$ cat src/rtl/rsm_pkg.sv
package rsm_pkg;

  typedef enum logic [2:0] {
    S_IDLE = 3'd0,
    S_UP   = 3'd1,
    S_ON   = 3'd2,
    S_WAIT = 3'd3,
    S_DN   = 3'd4
  } rsm_st_e;

  // first table index of a phase region
  function automatic int rgn_base(int n, logic tx, logic comb, logic dn);
    int q;
    q = n / 4;
    if (comb) return dn ? 2 * q : 0;
    return (tx ? 2 * q : 0) + (dn ? q : 0);
  endfunction

  // number of entries in a phase region
  function automatic int rgn_len(int n, logic comb);
    return comb ? n / 2 : n / 4;
  endfunction

endpackage

$ cat src/rtl/rsm_evt_table.sv
module rsm_evt_table #(
  parameter int N      = 32,
  parameter int OUT_W  = 8,
  parameter int TIME_W = 12,
  localparam int IW    = $clog2(N)
) (
  input  logic              clk,
  input  logic              we,
  input  logic [IW-1:0]     waddr,
  input  logic [TIME_W-1:0] woff,
  input  logic [OUT_W-1:0]  wpat,
  input  logic              wlast,
  input  logic [IW-1:0]     raddr,
  output logic [TIME_W-1:0] roff,
  output logic [OUT_W-1:0]  rpat,
  output logic              rlast
);

  logic [TIME_W-1:0] off_m  [N];
  logic [OUT_W-1:0]  pat_m  [N];
  logic              last_m [N];

  always_ff @(posedge clk) begin
    if (we) begin
      off_m[waddr]  <= woff;
      pat_m[waddr]  <= wpat;
      last_m[waddr] <= wlast;
    end
  end

  assign roff  = off_m[raddr];
  assign rpat  = pat_m[raddr];
  assign rlast = last_m[raddr];

endmodule

$ cat src/rtl/rsm_fsm.sv
module rsm_fsm
  import rsm_pkg::*;
#(
  parameter int N      = 32,
  parameter int OUT_W  = 8,
  parameter int TIME_W = 12,
  parameter int DLY_W  = 8,
  localparam int IW    = $clog2(N)
) (
  input  logic              clk,
  input  logic              rst_n,
  input  logic              start_src,
  input  logic              sw_start,
  input  logic              tmr_pulse,
  input  logic              sel_tx,
  input  logic              combined,
  input  logic              wd_req,
  input  logic              wd_delayed,
  input  logic [DLY_W-1:0]  wd_delay,
  input  logic [2:0]        irq_mask,
  output logic [IW-1:0]     rd_idx,
  input  logic [TIME_W-1:0] rd_off,
  input  logic [OUT_W-1:0]  rd_pat,
  input  logic              rd_last,
  output logic [OUT_W-1:0]  seq_out,
  output logic [2:0]        irq,
  output logic              err
);

  rsm_st_e           st_q, st_d;
  logic [TIME_W-1:0] tcnt_q, tcnt_d;
  logic [IW-1:0]     idx_q, idx_d, lim_q, lim_d;
  logic              tx_q, tx_d, comb_q, comb_d;
  logic [DLY_W-1:0]  dcnt_q, dcnt_d;
  logic [OUT_W-1:0]  out_q, out_d;
  logic [2:0]        irq_q, irq_d;
  logic              err_q, err_d;
  logic              start_ev, dn_go, run_en;

  assign start_ev = start_src ? tmr_pulse : sw_start;
  assign run_en   = (st_q == S_UP) || (st_q == S_DN);

  always_comb begin
    st_d   = st_q;
    tcnt_d = tcnt_q;
    idx_d  = idx_q;
    lim_d  = lim_q;
    tx_d   = tx_q;
    comb_d = comb_q;
    dcnt_d = dcnt_q;
    out_d  = out_q;
    irq_d  = '0;
    dn_go  = 1'b0;
    err_d  = start_ev && (st_q != S_IDLE);
    unique case (st_q)
      S_IDLE: begin
        if (start_ev) begin
          st_d   = S_UP;
          tcnt_d = '0;
          tx_d   = sel_tx;
          comb_d = combined;
          idx_d  = IW'(rgn_base(N, sel_tx, combined, 1'b0));
          lim_d  = IW'(rgn_base(N, sel_tx, combined, 1'b0) + rgn_len(N, combined) - 1);
        end
      end
      S_UP, S_DN: begin
        if (tcnt_q != '1) tcnt_d = tcnt_q + TIME_W'(1);
        if (tcnt_q >= rd_off) begin
          out_d = rd_pat;
          if (rd_last || (idx_q == lim_q)) begin
            if (st_q == S_UP) begin
              st_d = S_ON;
              if (tx_q) irq_d[1] = irq_mask[1];
              else      irq_d[0] = irq_mask[0];
            end else begin
              st_d     = S_IDLE;
              irq_d[2] = irq_mask[2];
            end
          end else begin
            idx_d = idx_q + IW'(1);
          end
        end
      end
      S_ON: begin
        if (wd_req) begin
          if (wd_delayed && (wd_delay != '0)) begin
            st_d   = S_WAIT;
            dcnt_d = wd_delay;
          end else begin
            dn_go = 1'b1;
          end
        end
      end
      S_WAIT: begin
        if (dcnt_q <= DLY_W'(1)) dn_go = 1'b1;
        else                     dcnt_d = dcnt_q - DLY_W'(1);
      end
      default: st_d = S_IDLE;
    endcase
    if (dn_go) begin
      st_d   = S_DN;
      tcnt_d = '0;
      idx_d  = IW'(rgn_base(N, tx_q, comb_q, 1'b1));
      lim_d  = IW'(rgn_base(N, tx_q, comb_q, 1'b1) + rgn_len(N, comb_q) - 1);
    end
  end

  always_ff @(posedge clk or negedge rst_n) begin
    if (!rst_n) begin
      st_q   <= S_IDLE;
      tcnt_q <= '0;
      idx_q  <= '0;
      lim_q  <= '0;
      tx_q   <= 1'b0;
      comb_q <= 1'b0;
      dcnt_q <= '0;
      out_q  <= '0;
      irq_q  <= '0;
      err_q  <= 1'b0;
    end else begin
      st_q  <= st_d;
      irq_q <= irq_d;
      err_q <= err_d;
      if (run_en || dn_go || (st_q == S_IDLE)) begin
        tcnt_q <= tcnt_d;
        idx_q  <= idx_d;
        lim_q  <= lim_d;
      end
      if (st_q == S_IDLE) begin
        tx_q   <= tx_d;
        comb_q <= comb_d;
      end
      if ((st_q == S_ON) || (st_q == S_WAIT)) dcnt_q <= dcnt_d;
      if (run_en) out_q <= out_d;
    end
  end

  assign rd_idx  = idx_q;
  assign seq_out = out_q;
  assign irq     = irq_q;
  assign err     = err_q;


  hold_when_idle_chk: assert property (@(posedge clk) disable iff (!rst_n)
    (st_q == S_IDLE || st_q == S_ON || st_q == S_WAIT) |=> $stable(seq_out));


  err_busy_chk: assert property (@(posedge clk) disable iff (!rst_n)
    err |-> ($past(st_q) != S_IDLE));


  irq_onehot_chk: assert property (@(posedge clk) disable iff (!rst_n)
    $onehot0(irq));


  dn_end_idle_chk: assert property (@(posedge clk) disable iff (!rst_n)
    irq[2] |-> (st_q == S_IDLE));


  wait_exit_chk: assert property (@(posedge clk) disable iff (!rst_n)
    (st_q == S_WAIT) |=> (st_q == S_WAIT || st_q == S_DN));

endmodule

$ cat src/rtl/rsm_ovr.sv
module rsm_ovr #(
  parameter int OUT_W = 8
) (
  input  logic [OUT_W-1:0] seq_in,
  input  logic [OUT_W-1:0] ovr_en,
  input  logic [OUT_W-1:0] ovr_val,
  output logic [OUT_W-1:0] ctl_out
);

  for (genvar i = 0; i < OUT_W; i++) begin : g_bit
    assign ctl_out[i] = ovr_en[i] ? ovr_val[i] : seq_in[i];
  end

endmodule

$ cat src/rtl/radio_seq_mgr.sv
module radio_seq_mgr #(
  parameter int N      = 32,
  parameter int OUT_W  = 8,
  parameter int TIME_W = 12,
  parameter int DLY_W  = 8,
  localparam int IW    = $clog2(N)
) (
  input  logic              clk,
  input  logic              rst_n,
  input  logic              tbl_we,
  input  logic [IW-1:0]     tbl_addr,
  input  logic [TIME_W-1:0] tbl_off,
  input  logic [OUT_W-1:0]  tbl_pat,
  input  logic              tbl_last,
  input  logic              start_src,
  input  logic              sw_start,
  input  logic              tmr_pulse,
  input  logic              sel_tx,
  input  logic              combined,
  input  logic              wd_req,
  input  logic              wd_delayed,
  input  logic [DLY_W-1:0]  wd_delay,
  input  logic [2:0]        irq_mask,
  input  logic [OUT_W-1:0]  ovr_en,
  input  logic [OUT_W-1:0]  ovr_val,
  output logic [OUT_W-1:0]  radio_ctl,
  output logic [2:0]        seq_irq,
  output logic              seq_err
);

  logic [1:0]        rst_sq;
  logic              rst_i;
  logic [IW-1:0]     rd_idx;
  logic [TIME_W-1:0] rd_off;
  logic [OUT_W-1:0]  rd_pat;
  logic              rd_last;
  logic [OUT_W-1:0]  seq_out;

  always_ff @(posedge clk or negedge rst_n) begin
    if (!rst_n) rst_sq <= '0;
    else        rst_sq <= {rst_sq[0], 1'b1};
  end
  assign rst_i = rst_sq[1];

  rsm_evt_table #(.N(N), .OUT_W(OUT_W), .TIME_W(TIME_W)) u_tbl (
    .clk(clk), .we(tbl_we), .waddr(tbl_addr), .woff(tbl_off),
    .wpat(tbl_pat), .wlast(tbl_last), .raddr(rd_idx),
    .roff(rd_off), .rpat(rd_pat), .rlast(rd_last)
  );

  rsm_fsm #(.N(N), .OUT_W(OUT_W), .TIME_W(TIME_W), .DLY_W(DLY_W)) u_fsm (
    .clk(clk), .rst_n(rst_i), .start_src(start_src), .sw_start(sw_start),
    .tmr_pulse(tmr_pulse), .sel_tx(sel_tx), .combined(combined),
    .wd_req(wd_req), .wd_delayed(wd_delayed), .wd_delay(wd_delay),
    .irq_mask(irq_mask), .rd_idx(rd_idx), .rd_off(rd_off), .rd_pat(rd_pat),
    .rd_last(rd_last), .seq_out(seq_out), .irq(seq_irq), .err(seq_err)
  );

  rsm_ovr #(.OUT_W(OUT_W)) u_ovr (
    .seq_in(seq_out), .ovr_en(ovr_en), .ovr_val(ovr_val), .ctl_out(radio_ctl)
  );

endmodule

$ cat config.mk
export PLATFORM = sky130hd
export DESIGN_NAME = radio_seq_mgr
export DESIGN_NICKNAME = d
export VERILOG_FILES = /design/src/rtl/rsm_pkg.sv /design/src/rtl/rsm_evt_table.sv /design/src/rtl/rsm_fsm.sv /design/src/rtl/rsm_ovr.sv /design/src/rtl/radio_seq_mgr.sv
export SDC_FILE = /design/constraint.sdc
export NUM_CORES = 1
export LEC_CHECK = 0
export BUFFER_PORTS_ARGS = -buffer_cell sky130_fd_sc_hd__buf_2
export CAP_MARGIN = 25
export CORE_ASPECT_RATIO = 1.25
export CORE_MARGIN = 8
export CORE_UTILIZATION = 55
export CTS_BUF_LIST = sky130_fd_sc_hd__clkbuf_16
export DETAILED_ROUTE_END_ITERATION = 8
export HOLD_SLACK_MARGIN = 0.08
export PLACE_DENSITY = 0.82
export SETUP_SLACK_MARGIN = 0.02
export SLEW_MARGIN = 15
export SYNTH_ARGS = -nofsm -noshare
export SYNTH_HDL_FRONTEND = slang
export SYNTH_HIERARCHICAL = 1
export SYNTH_SLANG_ARGS = --single-unit
$ cat constraint.sdc
create_clock -name clk -period 5 [get_ports clk]
set_clock_uncertainty 0.15 [all_clocks]
set_input_delay 0.75 -clock clk [delete_from_list [all_inputs] [get_ports clk]]
set_output_delay 0.75 -clock clk [all_outputs]
set_load 0.02 [all_outputs]
==> results.toml <==
[sta]
final.setup.tns_ns = 0
hold_viol_final = 0
finalCritPeriodShare_pct = 84.6
period_needed_ns = 4.23
setup_viol = 0
slew_headroom_pct = 27.5
tightest_slew_ns = 1.09
maxSlewViolCount = 0
whs_ns = 0.0901
rsz0062_at_grt = "false"
fmax_mhz = 236

[worst_setup_path]
start_kind = "flip-flop"
cp-end-kind = "flip-flop"
worst-setup-path-type = "reg -> reg"
cp.required_ns = 5.35
cp.arrival_ns = 4.58
worst-path-max-fanout = 22

[grt]
antenna_found_initial = 0
grt.overflow.total = 0
grt_pass1_vias = 16900
grt_usage_pct = 21.9
grt_max_degree = 60
grt_pass1_wl_microns = 102000

[die]
rows = 94
die_h_microns = 274
die-area_sq_um = 60800
ios = 75
coreArea_sq_um = 52600
fp.dieW_microns = 222
initial_core_util_pct = 55.6

[clocking]
cts_tree = "done"
cts_num_sinks = 719
clk_latency_ns = 0.61
path_clk_slew_ns = 0.07
root_buffer = "clkbuf_16"
cts_buffers = 67
htreeDepth = 3
clock_path_buffers = 3
cts.repair.resized = 0

[logic_synthesis]
synth_nets = 1857
synthCells = 1778
synth_common_cells = "672 x edfxtp_1, 338 x mux2i_1, 88 x a22oi_1, 69 x nand2_1, 64 x nor2_1"
seq_area_frac_synth_pct = 73.0
async_reset_ff_share_pct = 6.54
synth.most_common_cell = "edfxtp_1"
syn_area_sq_um = 29200
ys.flop_type = "edfxtp_1"
netlist_top_cells_area = "edfxtp_1 69%, mux2i_1 12%, dfrtp_1 4.0%"
synth_warnings = 6
synth.top_cell.area_share_pct = 69.0
synth_edf_count = 672
ys_seq_elements = 719
synth.distinct_cells = 61
synth.avg_cell_area_sq_um = 16.4
yosys.area.top_type = "edfxtp_1"

[cells_and_area]
multiInputGateArea_sq_um = 7320
fin_area_sq_um = 32700
fillers = 3429
ff_latch_area_sq_um = 21400
final_util_pct = 62.2
area_growth_pct = 11.8
diodes = 0
layout.nets = 1967
layout-drive-gt1-share_pct = 15.4

[placement]
place.gp.congestion = 0.823
dp_hpwl_microns = 39500
io_buffer_count = 74
placed_area_sq_um = 30500

[drt]
vias_per_cell = 6.41
detail_route.wl_per_cell_microns = 25.8
drt-initial-drc-count = 2250
ant_nets = 0
via_count = 16700
drt_pass1_iterations = 6
routed_wl_microns = 67300
drc = 0

[pwr]
peakVddDrop_mv = 0.276
p_per_area_nw_per_um2 = 486
power.leakage_nw = 10.5

[worst_hold_path]
min_path_type = "reg -> async"

[flow_run]
max_cap_violations = 0

[status]
run_status = "finished, final reports clean"
## cells in the final DEF, fill, tap and decap left out, drive strengths merged, types with 2 or more instances in the layout
| cell | count |
|---|---|
| nand3b | 7 |
| or3b | 2 |
| a22o | 42 |
| or4 | 2 |
| a41oi | 2 |
| dfrtp | 47 |
| buf | 135 |
| nand4 | 22 |
| a41o | 2 |
| xnor2 | 2 |
| o21ai | 36 |
| xor2 | 2 |
| mux2i | 338 |
| or3 | 3 |
| o31a | 2 |
| nor2b | 6 |
| mux2 | 20 |
| or2 | 3 |
| and3 | 3 |
| clkinv | 27 |
| nand2b | 7 |
| o21bai | 2 |
| bufinv | 6 |
| nor3 | 32 |
| edfxtp | 672 |
| dlygate4sd3 | 2 |
| a22oi | 88 |
| nor2 | 64 |
| inv | 35 |
| and2 | 3 |
| o311ai | 2 |
| nand2 | 69 |
| o31ai | 4 |
| nor4 | 4 |
| a31oi | 26 |
| a211oi | 3 |
| nand3 | 58 |
| clkbuf | 70 |
| a21oi | 59 |
| ha | 16 |
## flip-flops by register name, summed over array words and instances, names as in the netlist, 2 cells and up
register and cells:
u_fsm/tcnt_q 12, u_tbl/pat_m 256, u_fsm/seq_out 8, u_fsm/irq 3, u_fsm/st_q 3, u_fsm/rd_idx 5
rst_sq 2, u_fsm/dcnt_q 8, u_tbl/last_m 32, u_fsm/lim_q 3, u_tbl/off_m 384
## power by group
| group | internal (mW) | total, mW | switching, mW |
|---|---|---|---|
| Sequential | 6.78 | 7.00 | 0.225 |
| Combinational | 1.53 | 3.88 | 2.35 |
| Clock | 2.86 | 5.01 | 2.14 |
| Total | 11.2 | 15.9 | 4.72 |
## per-stage QoR
stage                     cells  total power [mW]  setup WS (ns)
final                      2611              15.9          0.769
after global routing       2611              16.5          0.483
after CTS                  2611              15.9          0.831
after detailed placement   2489              10.9          0.869
after global placement     2488              10.8          0.950
after floorplan            1778              9.94           1.63
## logic make-up after synthesis
logic type | count (synthesis) | share of synthesized area (%)
buffers and inverters | 115 | 2.43
AOI/OAI and AO/OA | 276 | 6.50
other | 1 | 0.0128
xor gates and xnor gates | 4 | 0.120
muxes | 358 | 12.4
adders and majority gates | 16 | 0.685
and+or+nand+nor | 289 | 4.78
DFF | 719 | 73.0
## layer usage
metal / GRT usage [%] / up-vias / part of all wire (%)
met5: 0 / - / 0
met4: 8.43 / 0 / 3.2
met3: 3.87 / 150 / 9.0
met2: 37.8 / 975 / 51
met1: 27.4 / 8390 / 37
li1: - / 7222 / -
## area by class of cell
| cell class | instances | share of cell area (%) |
|---|---|---|
| clock buffer | 70 | 5.36 |
| timing repair buffer | 137 | 2.86 |
| multi-input combinational | 944 | 22.4 |
| clock inverter | 50 | 1.29 |
| sequential | 719 | 65.3 |
| inverter | 19 | 0.218 |
| tap | 672 | 2.57 |
## worst paths after layout
check / endpoint / depth (start not counted) / start / slack, ns
min in group clk: rst_sq[1]$_DFF_PN0_ / 0 / rst_sq[0]$_DFF_PN0_ / 0.20
hold reg to reg: u_fsm/rd_idx[4]$_DFFE_PN0P_ / 1 / rst_sq[1]$_DFF_PN0_ / 0.09
hold / removal: u_fsm/rd_idx[4]$_DFFE_PN0P_ / 1 / rst_sq[1]$_DFF_PN0_ / 0.09
setup reg to reg: u_fsm/rd_idx[4]$_DFFE_PN0P_ / 15 / u_fsm/rd_idx[0]$_DFFE_PN0P_ / 0.77
max in group asynchronous: u_fsm/err$_DFF_PN0_ / 1 / rst_sq[1]$_DFF_PN0_ / 3.54
setup / recovery: u_fsm/rd_idx[4]$_DFFE_PN0P_ / 15 / u_fsm/rd_idx[0]$_DFFE_PN0P_ / 0.77
## critical path: stages (launching register included)
cell,delay [ns]
dfrtp_4,0.70
buf_12,0.26
mux2i_1,0.11
a22o_1,0.25
nor3_1,0.30
a31oi_1,0.11
nand3_1,0.12
inv_1,0.05
ha_1,0.30
a211oi_1,0.21
o21ai_0,0.12
a41oi_1,0.37
o21bai_1,0.16
buf_4,0.18
o21ai_0,0.31
mux2_2,0.38
## what timing repair did
| action | in CTS | in global routing |
|---|---|---|
| hold buffers | 2 | 0 |
| setup buffers | 0 | 0 |
| hold endpoints to repair | 16 | 0 |
Note: power is estimated with default switching activity, not from simulation.
